$ cat src/rtl/scan_wrap_pkg.sv
package scan_wrap_pkg;

  // Feedback mask (lower terms) of a primitive polynomial for the signature width.
  function automatic logic [31:0] sig_taps(input int unsigned width);
    case (width)
      3:       sig_taps = 32'h0000_0003;
      4:       sig_taps = 32'h0000_0003;
      5:       sig_taps = 32'h0000_0005;
      6:       sig_taps = 32'h0000_0003;
      7:       sig_taps = 32'h0000_0003;
      8:       sig_taps = 32'h0000_001D;
      16:      sig_taps = 32'h0000_100B;
      32:      sig_taps = 32'h0040_0007;
      default: sig_taps = 32'h0000_0003;
    endcase
  endfunction

endpackage

$ cat src/rtl/scan_chain_seg.sv
module scan_chain_seg #(
  parameter int unsigned LEN = 8
) (
  input  logic           clk,
  input  logic           rst_n,
  input  logic           shift_en,
  input  logic           ser_in,
  input  logic [LEN-1:0] par_in,
  output logic [LEN-1:0] state_q
);

  logic [LEN-1:0] state_d;

  // Bit 0 is the head, bit LEN-1 the tail.
  always_comb begin
    if (shift_en) state_d = {state_q[LEN-2:0], ser_in};
    else          state_d = par_in;
  end

  always_ff @(posedge clk or negedge rst_n) begin
    if (!rst_n) state_q <= '0;
    else        state_q <= state_d;
  end

endmodule

$ cat src/rtl/sig_compactor.sv
module sig_compactor
  import scan_wrap_pkg::*;
#(
  parameter int unsigned W    = 8,
  parameter int unsigned IN_W = 4
) (
  input  logic            clk,
  input  logic            rst_n,
  input  logic            clr,
  input  logic            adv,
  input  logic [IN_W-1:0] data_in,
  output logic [W-1:0]    sig_q
);

  localparam logic [31:0]  TAPS32 = sig_taps(W);
  localparam logic [W-1:0] TAPS   = TAPS32[W-1:0];

  logic [W-1:0] ext_in;
  logic [W-1:0] sig_d;
  logic         sig_en;

  always_comb begin
    ext_in = '0;
    for (int i = 0; i < int'(IN_W); i++) ext_in[i] = data_in[i];
  end

  always_comb begin
    sig_en = clr | adv;
    if (clr) sig_d = '0;
    else     sig_d = {sig_q[W-2:0], 1'b0} ^ (sig_q[W-1] ? TAPS : '0) ^ ext_in;
  end

  always_ff @(posedge clk or negedge rst_n) begin
    if (!rst_n)      sig_q <= '0;
    else if (sig_en) sig_q <= sig_d;
  end

endmodule

$ cat src/rtl/scan_bcast_wrap.sv
module scan_bcast_wrap #(
  parameter int unsigned NUM_CHAINS = 4,
  parameter int unsigned CHAIN_LEN  = 8,
  parameter int unsigned SIG_W      = 8
) (
  input  logic                             clk,
  input  logic                             rst_n,
  input  logic                             scan_in,
  input  logic                             scan_en,
  input  logic                             bcast_mode,
  input  logic                             sig_clr,
  input  logic [NUM_CHAINS*CHAIN_LEN-1:0]  capture_bus,
  output logic                             scan_out,
  output logic [SIG_W-1:0]                 signature
);

  localparam int unsigned TOTAL = NUM_CHAINS * CHAIN_LEN;

  logic [1:0]            rst_pipe;
  logic                  rst_q_n;
  logic [NUM_CHAINS-1:0] head_in;
  logic [NUM_CHAINS-1:0] chain_tail;
  logic [TOTAL-1:0]      chain_q;

  // Asserted asynchronously, released after two clock edges.
  always_ff @(posedge clk or negedge rst_n) begin
    if (!rst_n) rst_pipe <= 2'b00;
    else        rst_pipe <= {rst_pipe[0], 1'b1};
  end
  assign rst_q_n = rst_pipe[1];

  for (genvar k = 0; k < int'(NUM_CHAINS); k++) begin : g_chain
    if (k == 0) begin : g_first
      assign head_in[k] = scan_in;
    end else begin : g_rest
      assign head_in[k] = bcast_mode ? scan_in : chain_tail[k-1];
    end

    scan_chain_seg #(.LEN(CHAIN_LEN)) u_seg (
      .clk      (clk),
      .rst_n    (rst_q_n),
      .shift_en (scan_en),
      .ser_in   (head_in[k]),
      .par_in   (capture_bus[k*CHAIN_LEN +: CHAIN_LEN]),
      .state_q  (chain_q[k*CHAIN_LEN +: CHAIN_LEN])
    );

    assign chain_tail[k] = chain_q[k*CHAIN_LEN + CHAIN_LEN - 1];
  end

  sig_compactor #(.W(SIG_W), .IN_W(NUM_CHAINS)) u_misr (
    .clk     (clk),
    .rst_n   (rst_q_n),
    .clr     (sig_clr),
    .adv     (scan_en & bcast_mode),
    .data_in (chain_tail),
    .sig_q   (signature)
  );

  assign scan_out = chain_tail[NUM_CHAINS-1];

endmodule

$ cat config.mk
export PLATFORM = sky130hd
export DESIGN_NAME = scan_bcast_wrap
export DESIGN_NICKNAME = d
export VERILOG_FILES = /design/src/rtl/scan_wrap_pkg.sv /design/src/rtl/scan_chain_seg.sv /design/src/rtl/sig_compactor.sv /design/src/rtl/scan_bcast_wrap.sv
export SDC_FILE = /design/constraint.sdc
export NUM_CORES = 1
export LEC_CHECK = 0
export BUFFER_PORTS_ARGS = -buffer_cell sky130_fd_sc_hd__clkbuf_2
export CAP_MARGIN = 20
export CORE_MARGIN = 5
export CORE_UTILIZATION = 30
export CTS_BUF_LIST = sky130_fd_sc_hd__clkbuf_8
export DETAILED_ROUTE_END_ITERATION = 10
export HOLD_SLACK_MARGIN = 0.08
export SLEW_MARGIN = 10
export SYNTH_ARGS = -nofsm -noshare
export SYNTH_HDL_FRONTEND = slang
export SYNTH_SLANG_ARGS = --single-unit
$ cat constraint.sdc
create_clock -name clk -period 1.45 [get_ports clk]
set_input_delay 0.29 -clock clk [delete_from_list [all_inputs] [get_ports clk]]
set_output_delay 0.29 -clock clk [all_outputs]
set_load 0.05 [all_outputs]
==> results.md, run 1 <==
- Status: finished clean
- Port buffer count: 46
- Crit path max-delay cell type: dfrtp_2
- Cell area after layout: 2064 sq um
- Synth Instances: 116
- Rows: 27
- Endpoints failing setup: 0
- Synth Warn #: 0
- Slowest stage delay, CP: 430 ps
- Antenna Nets Post-Route: 0
- 1st-iter DRT viols: 27
- ANT cells: 0
- Worst skew pair latency: 290 ps
- Final period util: 0.9032
- Final hold viol count: 0
- NumNets Final: 203
- Unrepaired setup endpoints after global routing: false
- Mapped Nets: 154
- Maximum root-to-sink buffer count: 2
- Post-Route WL: 3106 microns
- Placed cell area: 1978 sq um
- CP Launch Type: register
- LEAKAGE: 0.9589 nW
- Critical path required time: 1160 ps
- Top cell type's share of synthesized area: 0.6278
- Crit path max-delay family: flip-flops
- CTS tree: yes
- First-pass GRT wire length: 5071 microns
- Post-synth EDFFs: 0
- Grt ovf: 0
- Post-synthesis sequential area ratio: 0.6278
- Die W: 84.70 microns
- GRT Util Overall: 0.09215
- Area leader, netlist: dfrtp_1
- Crit path time final: 1310 ps
- Die height: 84.70 microns
- Ys flop type: dfrtp_1
- Fmax: 0.7635 GHz
- Final Hold Slack: 230.3 ps
- Sink Count: 42
- Post-synth top cells: dfrtp_1 (42), mux2_2 (29), nand2_1 (11), a21oi_1 (6), nor2_1 (6)
- GPL Wtd Cong: 0.6913
- Initial antenna violation count: 0
- Post-synth ARST share: 1.000
- TritonRoute pass-1 iters: 4
- Starting density of the core: 0.3059
- Max Cap Viol: 0
- H-tree depth: 2
- Buffer and inverter count on the worst path: 1
- Clock Skew: 6.030 ps
- Pre-CTS setup slack: 283.1 ps
- Cell Chain, Critical Path: clkbuf_2
- Final setup TNS: 0 ps
- Clk root buf: clkbuf_8
- Dpl hpwl: 2280 microns
- Crit path DAT: 1020 ps
- CTS buffer count: 5
- Crit path capture type: output pin
- Mapped cell area: 1674 sq um
- Overall die area: 7174 sq um
- CP Max Fanout: 6
- Critical path class: register to output pin
- R2R setup slack: 340 ps
- CTS clk-pin slew, worst paths: 70 ps
- P&R area growth vs syn: 23.32%
- Min-delay worst type: input pin to register
- Average routed wire per standard cell: 13.11 microns
- I/O Pins: 47
- Most frequent cell after synthesis: dfrtp_1
- Dominant cells by area after synthesis: dfrtp_1 (63%), mux2_2 (20%), xor3_1 (2.8%)
- Fin. max-slew vios: 0
- Pwr Total: 0.002292 W
- Count of different cell masters after synthesis: 17
- Postcts setup bufs: 0
- Drt drc: 0
- Peak VDD IR: 402.8 uV
- Final worst-path setup slack: 140.3 ps
- Vias in the first global route: 1077
- Via count: 1008
- Seq cells post-synth: 42
- Share of layout cells above drive strength 1: 0.5273
- Largest net degree at the start of global routing: 41
- Core area: 5473 sq um
- Power per Cell Area: 1110 nW/um^2
- Mean Syn Cell Area: 14.43 sq um
- Routed vias/inst: 4.253
[routing by layer]
| layer | wire length [microns] | vias up | track usage |
|---|---|---|---|
| met5 | 0 | - | 0 |
| met4 | 68 | 0 | 0.04317 |
| met3 | 196 | 5 | 0.03435 |
| met2 | 1462 | 33 | 0.1431 |
| met1 | 1379 | 483 | 0.1134 |
| li1 | - | 487 | - |
[path summary, 6_finish.rpt]
path | endpoint | cells past startpoint | startpoint
worst max-delay path | signature[7] | 1 | u_misr.sig_q[7]$_DFFE_PN0P_
worst min-delay path | g_chain[1].u_seg.state_q[7]$_DFF_PN0_ | 2 | capture_bus[15]
worst max register to register | u_misr.sig_q[2]$_DFFE_PN0P_ | 3 | u_misr.sig_q[7]$_DFFE_PN0P_
worst min register to register | g_chain[3].u_seg.state_q[5]$_DFF_PN0_ | 1 | rst_pipe[1]$_DFF_PN0_
max in group asynchronous | u_misr.sig_q[7]$_DFFE_PN0P_ | 1 | rst_pipe[1]$_DFF_PN0_
min in group asynchronous | g_chain[3].u_seg.state_q[5]$_DFF_PN0_ | 1 | rst_pipe[1]$_DFF_PN0_
[metrics by stage]
stage               cells  utilization
global route          237       0.3772
floorplan             116            -
CTS                   237       0.3772
detailed placement    229       0.3615
global placement      229       0.3615
finish                237       0.3772
[where the power goes]
group / switching [W] / total (W) / internal (W) / leakage [nW]
sequential: 0.0000351 / 0.00131 / 0.00127 / 0.501
combinational: 0.000155 / 0.000311 / 0.000156 / 0.411
clock: 0.000358 / 0.000676 / 0.000317 / 0.0466
[what timing repair did]
| item | 4_1_cts | 5_1_grt |
|---|---|---|
| gates resized for setup | 0 | 0 |
| hold buffers | 1 | 0 |
| endpoints found under the hold margin | 2 | 0 |
[placed cells by master, fill, tap and decap left out]
cell,instances
clkbuf_2,46
dfrtp_1,40
mux2_2,29
nand2_1,11
nor2_1,6
a21oi_1,6
clkbuf_8,5
mux2i_1,3
xnor2_1,3
a211oi_1,3
xor3_1,2
a21oi_2,2
inv_1,2
dfrtp_2,2
and2_4,1
dlygate4sd3_1,1
buf_4,1
buf_12,1
conb_1,1
[state kept, by name (all words and copies together), names as in the netlist]
name / cells
g_chain.u_seg.state_q: 32
u_misr.sig_q: 8
rst_pipe: 2
[area by class of cell]
cell class	count	area [sq um]
well taps	72	90.09
clock inverters	2	7.507
flip-flops and latches	42	1054
fillers	560	3408
repair buffers	49	267.8
multi-input cells	67	576.8
clock buffers	5	68.82
[cell families (layout without fill, tap and decap cells)]
| group | count (synthesis) | count (layout) | synth area share |
|---|---|---|---|
| other | 1 | 1 | 0.002240 |
| AO/OA/AOI/OAI | 11 | 11 | 0.04186 |
| multiplexers | 32 | 32 | 0.2130 |
| AND/OR/NAND/NOR | 18 | 18 | 0.04335 |
| buffers and inverters | 7 | 56 | 0.02764 |
| flip-flops | 42 | 42 | 0.6278 |
| XOR/XNOR | 5 | 5 | 0.04410 |
Power figures use the tool's default switching activity.
==> run 2, diff against run 1 <==
--- a/config.mk
+++ b/config.mk
@@ -9,9 +9,10 @@
 export CAP_MARGIN = 20
 export CORE_MARGIN = 5
 export CORE_UTILIZATION = 30
-export CTS_BUF_LIST = sky130_fd_sc_hd__clkbuf_8
+export CTS_BUF_LIST = sky130_fd_sc_hd__clkbuf_4 sky130_fd_sc_hd__clkbuf_8
 export DETAILED_ROUTE_END_ITERATION = 10
 export HOLD_SLACK_MARGIN = 0.08
+export REMOVE_ABC_BUFFERS = 1
 export SLEW_MARGIN = 10
 export SYNTH_ARGS = -nofsm -noshare
 export SYNTH_HDL_FRONTEND = slang
==> run 2 against run 1 <==
  * Combinational power fell by 2%
  * Critical path depth unchanged
  * Sequential share of layout area shrank 1.2 points
  * Clock skew decreased by 4.6 ps
  * Register-to-register slack worse by 70 ps
  * Wire length shrank 4.8%
  * Clock power grew 26%
  * Highest routed layer unchanged
  * Via count grew 2.0%
  * Fmax down 4.2%
  * Largest cell class unchanged
==> results.md, run 2 (same netlist as run 1, synthesis figures left out) <==
- Via count: 1028 (+2.0%)
- Dpl hpwl: 2228 microns (-2.3%)
- Largest net degree at the start of global routing: 26 (-37%)
- Crit path max-delay family: flip-flops
- CP Launch Type: register
- Commonest cells after routing, fill and taps aside: clkbuf_2 (46), dfrtp_1 (41), mux2_2 (29), nand2_1 (11), clkbuf_8 (8)
- CP Max Fanout: 6 (unchanged)
- Overall die area: 7174 sq um (unchanged)
- H-tree depth: 2 (unchanged)
- NumNets Final: 205 (+0.99%)
- Clock Skew: 1.389 ps (-4.642 ps)
- Maximum root-to-sink buffer count: 2 (unchanged)
- Cell Chain, Critical Path: clkbuf_2
- Status: finished clean
- CTS clk-pin slew, worst paths: 70 ps (about the same)
- Grt ovf: 0 (unchanged)
- Average routed wire per standard cell: 12.33 microns (-6.0%)
- Final worst-path setup slack: 83.18 ps (-57.14 ps)
- Die W: 84.70 microns (unchanged)
- Unrepaired setup endpoints after global routing: false
- Final core utilization: 0.3859 (+0.008688)
- Crit path time final: 1367 ps (+57.14 ps)
- CTS buffer count: 5 (unchanged)
- First-pass GRT wire length: 5168 microns (+1.9%)
- Fmax: 0.7316 GHz (-4.2%)
- TritonRoute pass-1 iters: 3 (-1)
- Peak VDD IR: 628.6 uV (+56%)
- Commonest non-fill, non-tap cell in the layout: clkbuf_2
- Pre-CTS setup slack: 291.0 ps (+7.893 ps)
- GPL Wtd Cong: 0.7366 (+6.6%)
- Post_cts resized: 0 (unchanged)
- Crit path max-delay cell type: dfrtp_1
- Initial antenna violation count: 0 (unchanged)
- Antenna Nets Post-Route: 0 (unchanged)
- Clk root buf: clkbuf_8
- Sink Count: 42 (unchanged)
- Pwr Total: 0.002467 W (+7.7%)
- Rows: 27 (unchanged)
- R2R setup slack: 270 ps (-70 ps)
- Final hold viol count: 0 (unchanged)
- Min-delay worst type: register to async pin
- Endpoints failing setup: 0 (unchanged)
- P&R area growth vs syn: 26.16%
- Share of layout cells above drive strength 1: 0.5417 (+0.01439)
- Buffer and inverter count on the worst path: 1 (unchanged)
- Max Cap Viol: 0 (unchanged)
- LEAKAGE: 0.9811 nW (+2.3%)
- GRT Util Overall: 0.09031 (-0.001839)
- CTS tree: yes
- Crit path capture type: output pin
- Biggest regs: g_chain.u_seg.state_q (32), u_misr.sig_q (8), rst_pipe (2)
- Fin. max-slew vios: 0 (unchanged)
- I/O Pins: 47 (unchanged)
- Core area: 5473 sq um (unchanged)
- Worst reg2reg path endpoint: u_misr.sig_q[2]$_DFFE_PN0P_
- Drt drc: 0 (unchanged)
- Critical path class: register to output pin
- Reg2reg start: u_misr.sig_q[7]$_DFFE_PN0P_
- Port buffer count: 46 (unchanged)
- Die height: 84.70 microns (unchanged)
- 1st-iter DRT viols: 18 (-33%)
- Critical path required time: 1160 ps (about the same)
- Layout fillers: 569 (+1.6%)
- Worst reg-to-reg path cell count: 3 (unchanged)
- ANT cells: 0 (unchanged)
- Crit path DAT: 1080 ps (+60 ps)
- Worst skew pair latency: 280 ps (about the same)
- Post-Route WL: 2958 microns (-4.8%)
- Routed vias/inst: 4.283 (+0.71%)
- Starting density of the core: 0.3059 (unchanged)
- Slowest stage delay, CP: 470 ps (+40 ps)
- Final period util: 0.9426 (+0.03941)
- Max reg flops: 32 (unchanged)
- Power per Cell Area: 1168 nW/um^2 (+5.2%)
- Vias in the first global route: 1136 (+5.5%)
- Largest Register: g_chain.u_seg.state_q
-- run 2: cell types whose count changed in the layout (fill, tap and decap cells not counted), sizes merged --
cell    previous run  this run
buf                2         4
clkbuf            51        54
inv                2         0
-- run 2: layer usage --
metal / up-vias / global-route usage / wire length (microns)
met1: 501 / 0.1189 / 1353
met2: 30 / 0.1381 / 1351
met3: 5 / 0.03238 / 212
li1: 492 / - / -
met4: 0 / 0.03022 / 41
met5: - / 0 / 0
-- run 2: final cells by class --
type | instances | area, sq um | share of cell area
flip-flops and latches | 42 | 1052 | 0.4982
multi-input cells | 67 | 576.8 | 0.2731
repair buffers | 51 | 282.8 | 0.1339
clock buffers | 8 | 110.1 | 0.05213
well taps | 72 | 90.09 | 0.04265
-- run 2: how the worst max path moves through the flow --
stage,from,endpoint,cells past startpoint
finish,u_misr.sig_q[7]$_DFFE_PN0P_,signature[7],1
global route,u_misr.sig_q[7]$_DFFE_PN0P_,signature[7],1
CTS,u_misr.sig_q[7]$_DFFE_PN0P_,signature[7],1
detailed placement,scan_en,g_chain[2].u_seg.state_q[7]$_DFF_PN0_,3
global placement,scan_en,g_chain[0].u_seg.state_q[7]$_DFF_PN0_,3
floorplan,u_misr.sig_q[7]$_DFFE_PN0P_,u_misr.sig_q[2]$_DFFE_PN0P_,3
-- run 2: what timing repair did --
| action | CTS | global route |
|---|---|---|
| hold buffers | 1 | 0 |
| setup buffers | 0 | 0 |
| endpoints found under the hold margin | 2 | 0 |
-- run 2: report_power, final --
part           leakage, nW  switching, W  internal (W)
registers            0.503     0.0000435       0.00127
logic                0.421      0.000146      0.000160
clock network       0.0575      0.000368      0.000480
total                0.981      0.000558       0.00191
-- run 2: per-stage QoR --
| step | cells | setup TNS (ps) | instance area (sq um) | hold slack [ps] |
|---|---|---|---|---|
| floorplan | 109 | -1.360 | 1628 | -5.591 |
| global placement | 231 | 0 | 1992 | 77.82 |
| detailed placement | 231 | 0 | 1992 | 78.42 |
| CTS | 240 | 0 | 2112 | 203.1 |
| global route | 240 | 0 | 2112 | 221.5 |
| finish | 240 | 0 | 2112 | 183.3 |
